File: config.mk
export PLATFORM = sky130hd
export DESIGN_NAME = sector_lock_guard
export DESIGN_NICKNAME = d
export VERILOG_FILES = /design/src/rtl/slk_pkg.sv /design/src/rtl/slk_sector_decode.sv /design/src/rtl/slk_lock_bank.sv /design/src/rtl/sector_lock_guard.sv
export SDC_FILE = /design/constraint.sdc
export NUM_CORES = 1
export LEC_CHECK = 0
export CAP_MARGIN = 20
export CORE_MARGIN = 4
export CORE_UTILIZATION = 27
export CTS_CLUSTER_DIAMETER = 100
export CTS_CLUSTER_SIZE = 10
export DETAILED_ROUTE_END_ITERATION = 8
export DONT_BUFFER_PORTS = 1
export HOLD_SLACK_MARGIN = 0.02
export REMOVE_ABC_BUFFERS = 1
export SLEW_MARGIN = 10
export SYNTH_ARGS = -nofsm -noshare
export SYNTH_HDL_FRONTEND = slang
export SYNTH_SLANG_ARGS = --single-unit
export TNS_END_PERCENT = 50
File: constraint.sdc
create_clock -name clk -period 2.1 [get_ports clk]
set_input_delay 0.42 -clock clk [delete_from_list [all_inputs] [get_ports clk]]
set_output_delay 0.42 -clock clk [all_outputs]
set_load 0.01 [all_outputs]
File: src/rtl/slk_pkg.sv
package slk_pkg;

  typedef struct packed {
    logic valid;
    logic ok;
    logic err;
  } slk_rsp_t;

endpackage

File: src/rtl/slk_sector_decode.sv
module slk_sector_decode #(
  parameter int ADDR_W     = 19,
  parameter int BIG_LOG2   = 15,
  parameter int SMALL_LOG2 = 12,
  parameter int N_BIG      = 15,
  parameter int IDX_W      = 5,
  parameter int STAT_OFS   = 2
) (
  input  logic [ADDR_W-1:0] addr,
  output logic [IDX_W-1:0]  idx,
  output logic              stat_hit
);
  localparam int HI_W  = ADDR_W - BIG_LOG2;
  localparam int SUB_W = BIG_LOG2 - SMALL_LOG2;

  logic [HI_W-1:0]  hi;
  logic [SUB_W-1:0] sub;
  logic             in_boot;

  always_comb begin
    hi      = addr[ADDR_W-1:BIG_LOG2];
    sub     = addr[BIG_LOG2-1:SMALL_LOG2];
    in_boot = (hi >= HI_W'(N_BIG));
    if (in_boot) begin
      idx      = IDX_W'(N_BIG) + IDX_W'(sub);
      stat_hit = (addr[SMALL_LOG2-1:0] == SMALL_LOG2'(STAT_OFS));
    end else begin
      idx      = IDX_W'(hi);
      stat_hit = (addr[BIG_LOG2-1:0] == BIG_LOG2'(STAT_OFS));
    end
  end
endmodule

File: src/rtl/slk_lock_bank.sv
module slk_lock_bank #(
  parameter int N_SECT = 23,
  parameter int IDX_W  = 5
) (
  input  logic              clk,
  input  logic              rst_n,
  input  logic              set_en,
  input  logic [IDX_W-1:0]  set_idx,
  output logic [N_SECT-1:0] lock_vec
);
  logic [N_SECT-1:0] lock_d;
  logic [N_SECT-1:0] lock_q;

  for (genvar g = 0; g < N_SECT; g++) begin : g_bit
    always_comb lock_d[g] = lock_q[g] | (set_idx == IDX_W'(g));

    always_ff @(posedge clk or negedge rst_n) begin
      if (!rst_n)      lock_q[g] <= 1'b0;
      else if (set_en) lock_q[g] <= lock_d[g];
    end
  end

  assign lock_vec = lock_q;
endmodule

File: src/rtl/sector_lock_guard.sv
module sector_lock_guard #(
  parameter int ADDR_W     = 19,
  parameter int BIG_LOG2   = 15,
  parameter int SMALL_LOG2 = 12,
  parameter int N_BIG      = 15,
  parameter int N_SMALL    = 8,
  parameter int STAT_OFS   = 2
) (
  input  logic              clk,
  input  logic              rst_n,
  input  logic              cmd_lock,
  input  logic              req_prog,
  input  logic              req_erase,
  input  logic              req_chip,
  input  logic [ADDR_W-1:0] op_addr,
  input  logic              id_mode,
  input  logic [ADDR_W-1:0] rd_addr,
  output logic              rsp_valid,
  output logic              rsp_ok,
  output logic              rsp_err,
  output logic              id_lock
);
  import slk_pkg::*;

  localparam int N_SECT = N_BIG + N_SMALL;
  localparam int IDX_W  = $clog2(N_SECT);

  // reset: asserted asynchronously, released on a clock edge
  logic rst_meta_q, rst_sync_n;
  always_ff @(posedge clk or negedge rst_n) begin
    if (!rst_n) begin
      rst_meta_q <= 1'b0;
      rst_sync_n <= 1'b0;
    end else begin
      rst_meta_q <= 1'b1;
      rst_sync_n <= rst_meta_q;
    end
  end

  logic [IDX_W-1:0]  op_idx, rd_idx;
  logic              op_stat_unused, rd_stat_hit;
  logic [N_SECT-1:0] lock_vec;

  slk_sector_decode #(
    .ADDR_W(ADDR_W), .BIG_LOG2(BIG_LOG2), .SMALL_LOG2(SMALL_LOG2),
    .N_BIG(N_BIG), .IDX_W(IDX_W), .STAT_OFS(STAT_OFS)
  ) u_op_dec (
    .addr(op_addr), .idx(op_idx), .stat_hit(op_stat_unused)
  );

  slk_sector_decode #(
    .ADDR_W(ADDR_W), .BIG_LOG2(BIG_LOG2), .SMALL_LOG2(SMALL_LOG2),
    .N_BIG(N_BIG), .IDX_W(IDX_W), .STAT_OFS(STAT_OFS)
  ) u_rd_dec (
    .addr(rd_addr), .idx(rd_idx), .stat_hit(rd_stat_hit)
  );

  slk_lock_bank #(.N_SECT(N_SECT), .IDX_W(IDX_W)) u_bank (
    .clk(clk), .rst_n(rst_sync_n), .set_en(cmd_lock),
    .set_idx(op_idx), .lock_vec(lock_vec)
  );

  // request judgement against the current (pre-command) lock state
  logic     any_req, deny;
  slk_rsp_t rsp_d, rsp_q;

  always_comb begin
    any_req   = req_prog | req_erase | req_chip;
    deny      = (req_chip && (|lock_vec)) ||
                ((req_prog || req_erase) && lock_vec[op_idx]);
    rsp_d.valid = any_req;
    rsp_d.ok    = any_req & ~deny;
    rsp_d.err   = any_req & deny;
  end

  always_ff @(posedge clk or negedge rst_sync_n) begin
    if (!rst_sync_n) rsp_q <= '0;
    else             rsp_q <= rsp_d;
  end

  assign rsp_valid = rsp_q.valid;
  assign rsp_ok    = rsp_q.ok;
  assign rsp_err   = rsp_q.err;
  assign id_lock   = id_mode & rd_stat_hit & lock_vec[rd_idx];
endmodule

# [Word-level counts from Yosys, hierarchy flattened]
# Cells that the tools add are included.
[op_classes] addsub=2 magnitude_cmp=4 eq_ne=24 muxes=7 bitwise_logic=30 reduce_logical=6
[ops] operator="5-bit by 4-bit == test with 1-bit output, second input constant" n=8
[ops] operator="5-bit == test, second input constant" n=7
[ops] operator="1-bit OR" n=25
[ops] operator="23-bit OR reduction" n=1
[ops] operator="5-bit by 3-bit == test with 1-bit output, second input constant" n=4
[ops] operator="15-bit by 2-bit == test with 1-bit output, second input constant" n=1
[ops] operator="12-bit by 2-bit == test with 1-bit output, second input constant" n=1
[ops] operator="5-bit by 6-bit < comparator with 1-bit output, second input constant" n=2
[ops] operator="4-bit by 3-bit adder with 5-bit output, first input constant" n=2
[ops] operator="1-bit binary-select mux with 5-bit select" n=2
[ops] operator="5-bit by 2-bit == test with 1-bit output, second input constant" n=2
[ops] operator="5-bit 2-to-1 mux" n=2
[ops] operator="4-bit >= comparator, second input constant" n=2
[ops] operator="5-bit by 1-bit == test with 1-bit output, second input constant" n=1
[ops] operator="5-bit logical NOT" n=1
[ops] operator="1-bit AND" n=4
[ops] operator="1-bit 2-to-1 mux" n=3
[ops] operator="1-bit logical AND" n=2
[ops] operator="1-bit logical OR" n=2
[ops] operator="1-bit inverter" n=1
[word_totals] reg_bits=28 in_bits=45 wordCells=101

# [Logic depth before layout (Yosys ltp)]
[depth] ltp_word=8 depth_mapped=9 mapped_depth_nobuf=9

# [Hierarchy]
# From an unflattened synthesis, not the netlist that was laid out.
[hier_totals] cells_unflattened=173 hier_area_um2=1859.3
[by_module_without_submodules] mod="slk_lock_bank" n_inst=1 cells_per_inst=64 area_per_inst_um2=917.1 seq_area_each_um2=575.6
[by_module_without_submodules] mod="sector_lock_guard" n_inst=1 cells_per_inst=71 area_per_inst_um2=651.9 seq_area_each_um2=125.1
[by_module_without_submodules] mod="slk_sector_decode" n_inst=2 cells_per_inst=19 area_per_inst_um2=145.1 seq_area_each_um2=0.0

# [Worst setup path after synthesis]
# No wires, ideal clock.
[synth_path] path_kind="input-to-output" start="input rd_addr[7]" end="output id_lock" t_arrival_ns=1.901 required_ns=1.680 path_slack_ns=-0.221 cell_stages=6 path_cell_list="or4b_2 nor4_1 nand4b_1 nor4b_1 o211ai_1 nand3_1"
[synth_between] elab_chain_len=4
[synth_lines] element="from (decl)" line_no="sector_lock_guard.sv:17" text="input logic [ADDR_W-1:0] rd_addr,"
[synth_lines] element="15-bit by 2-bit == test with 1-bit output or 12-bit by 2-bit == test with 1-bit output (tied branches)" line_no="slk_sector_decode.sv:29, slk_sector_decode.sv:26"
[synth_lines] element="1-bit 2-to-1 mux (*)" line_no="slk_sector_decode.sv:24" text="if (in_boot) begin"
[synth_lines] element="1-bit AND (*) (2 in series)" line_no="sector_lock_guard.sv:84" text="assign id_lock = id_mode & rd_stat_hit & lock_vec[rd_idx];"
[synth_lines] element="to (decl)" line_no="sector_lock_guard.sv:21" text="output logic id_lock"
# Every way passes the cells marked *; elsewhere a longest branch is shown, timed or not.

# [Final worst setup path]
# Ends and elaborated chain as after synthesis.

==> metrics <==
Area contributors post-synth=dfrtp_1 (38%), mux2i_1 (4.9%), mux4_2 (4.9%), o21bai_1 (4.5%), nand2_1 (4.1%); Tightest Hold Check Type=reg2async; fin crit period=between 2000 and 2500 ps; GPL Wtd Cong=0.865; DR vias/cell=between 5 and 6; most common cell after layout, fill and taps aside=dfrtp_1; Worst slew margin=0.668; Slew Viols, Final=0; share of layout cells above drive strength 1=0.255; DR DRC count=0; FF+latch count, synth=28; Cell variety after synth=52; WS Path Type=in2out; number of global-route vias before repair=between 1500 and 2000; pre-CTS setup slack=-384 ps; CP delay by family, top=simple AND/OR/NAND/NOR gates; Ports=a little under 50; Clk pwr share=0.212; Final WS setup=-138 ps; hold slack=about 230 ps; crit end category=output port; max-capacitance violation count=0; Critical Path RT=1680 ps; detailed-route wire length=around 4.7 mm; Switching Share=0.299; clock tree from TritonCTS=built; antenna diode count=0; Avg WL per Cell=roughly 17 µm; vias post-DR=between 1500 and 2000; gr usage total=0.116; global-route wire length before repair=slightly below 8 mm; Filler cells=roughly 670; reg2reg start=u_bank.lock_vec[10]; Pleak=0.879 nW; Max VDD drop=between 0.0002 and 0.00025 V; Die H=90.5 µm; fin util=0.325; Yosys warnings=0; status=complete, but fails checks; Stages on worst setup path=6; antenna viol nets, final=0; Yosys top cell by area=dfrtp_1; final hold vios=0; CP Cell Sequence=or4b_4 > nor4_2 > nand4b_1 > nor4b_2 > o211ai_1 > nand3_2; first-pass detailed-route iteration total=4; end of the critical path=id_lock; Avg Inst Size Synth=slightly below 10 µm²; setup slack, reg-to-reg=between 400 and 500 ps; clock skew=2.61 ps; Cell Int Power=0.929 mW; Async SR Flop Fraction=1.00; Post-synth EDFFs=0; RSZ-0062 raised after global routing=yes; CP startpoint kind=primary input; clk_lat worst skew=roughly 270 ps; Seq pwr share=0.548; Die W=~90 µm; post-CTS setup repair buffer count=0; Initial DRC Count=between 100 and 150; maximum clock frequency=447 MHz; reg2reg end=rsp_err; die area=0.00818 mm²; CTS H-tree lvls=1; clock sink count=28; Sw Pwr=0.397 mW; CP max stage delay=510 ps; initial antenna violation count=0; GR Overflow Total=0; Clock Tree Buf Depth=2; final setup fails=1; Critical path buffers and inverters=0; initial core utilization=0.284; worst-case reg-to-reg path depth=4; Least-Margin Pin Slew=494 ps; largest net degree at the start of global routing=27; DP HPWL=between 3 and 4 mm; CP Launch Point=rd_addr[7]; CTS clk-pin slew, worst paths=80 ps; Crit Path Max Fanout=2; I/O Buffers=0; Critical Path AT=approximately 1800 ps; CTS Buf Count=3; slowest CP cell=or4b_4; register area share after synthesis=0.382; Comb pwr share=0.240; final net count=255; failing checks=negative setup slack; Layout area overhead=14.3%; most frequent cells in the layout=dfrtp_1 (28), nand2_1 (20), buf_4 (20); CTS root buffer=clkbuf_8; fin crit share=1.07; Synth Flop Type=dfrtp_1; area of the mapped netlist=between 0.0015 and 0.002 mm²; Rows=29; PwrDens=632 mW/mm²; cell count after synthesis=approximately 190; Yosys top cell area share=0.382; Placeable Area=between 0.006 and 0.007 mm²
==> power by group through the flow <==
stage	logic (mW)	registers [mW]	clock network, mW
6_report	0.318	0.727	0.281
5_1_grt	0.355	0.737	0.309
4_1_cts	0.322	0.724	0.290
3_5_place_dp	0.317	0.734	0
3_3_place_gp	0.314	0.730	0
2_1_floorplan	0.231	0.698	0
==> what timing repair did <==
item	in CTS	in global routing
gates resized for setup	3	1
hold endpoints to repair	2	0
pin swaps	5	5
hold buffers	1	0
endpoints found under the setup margin	1	1
==> sequential cells by signal (all words and copies together) (netlist names) <==
name,flops
rsp_err,1
u_bank.lock_vec,23
rst_meta_q,1
rsp_valid,1
rst_sync_n,1
rsp_ok,1
==> final cells by class <==
type | count | area [µm²] | area share
Clock buffer | 3 | 41.3 | 0.0197
Inverter | 13 | 48.8 | 0.0233
Multi-Input combinational cell | 139 | 1050 | 0.501
Sequential cell | 28 | 701 | 0.334
Tap cell | 77 | 96.3 | 0.0459
Timing Repair Buffer | 21 | 160 | 0.0763
==> layer usage <==
| layer | track usage | vias to the layer above | wire length, µm | part of all wire |
|---|---|---|---|---|
| met5 | 0 | - | 0 | 0 |
| met4 | 0.0230 | 0 | 51 | 0.011 |
| met3 | 0.0250 | 6 | 230 | 0.049 |
| met2 | 0.205 | 39 | 2420 | 0.51 |
| met1 | 0.145 | 785 | 2000 | 0.43 |
| li1 | - | 737 | - | - |
==> synthesized netlist by cell type, drive strengths merged, types with 2 or more instances <==
| master | number |
|---|---|
| a211oi | 2 |
| o21bai | 11 |
| o22ai | 2 |
| mux2 | 2 |
| nor2 | 6 |
| o21ai | 6 |
| buf | 5 |
| a31oi | 2 |
| or3 | 2 |
| o31ai | 3 |
| and2 | 4 |
| nand4 | 6 |
| nor3 | 6 |
| a31o | 6 |
| a32o | 2 |
| dfrtp | 28 |
| o211ai | 2 |
| or2 | 2 |
| o2111ai | 2 |
| nor4 | 9 |
| mux2i | 9 |
| nand3 | 7 |
| a21o | 5 |
| ha | 4 |
| and3 | 2 |
| mux4 | 4 |
| nand2 | 21 |
| inv | 13 |
==> how the worst min path moves through the flow <==
stage,start,end,slack [ps],cells past startpoint
floorplan,rst_n,rst_meta_q,120,0
global placement,rst_n,rst_meta_q,120,0
detailed placement,rst_n,rst_meta_q,120,0
CTS,rst_sync_n,u_bank.lock_vec[21],240,1
global route,rst_sync_n,u_bank.lock_vec[5],270,1
finish,rst_sync_n,u_bank.lock_vec[13],230,1
==> logic make-up (layout without fill, tap and decap cells) <==
family          after synthesis  after routing  share of synthesized area
other cells                   1              1                    0.00204
compound gates               49             49                      0.209
flops                        28             28                      0.382
mux                          15             15                      0.110
buf+inv                      19             37                     0.0573
fa+ha+maj                     4              4                     0.0273
simple gates                 70             70                      0.212
==> per-stage QoR <==
step | instance area (µm²) | setup TNS [ps] | power, mW | std cells
5_1_grt | 2100 | -208 | 1.40 | 281
6_report | 2100 | -138 | 1.33 | 281
2_1_floorplan | 1780 | -335 | 0.929 | 180
3_5_place_dp | 2030 | -798 | 1.05 | 277
3_3_place_gp | 2030 | -642 | 1.04 | 277
4_1_cts | 2090 | -186 | 1.34 | 281
(Power assumes the default switching activity.)
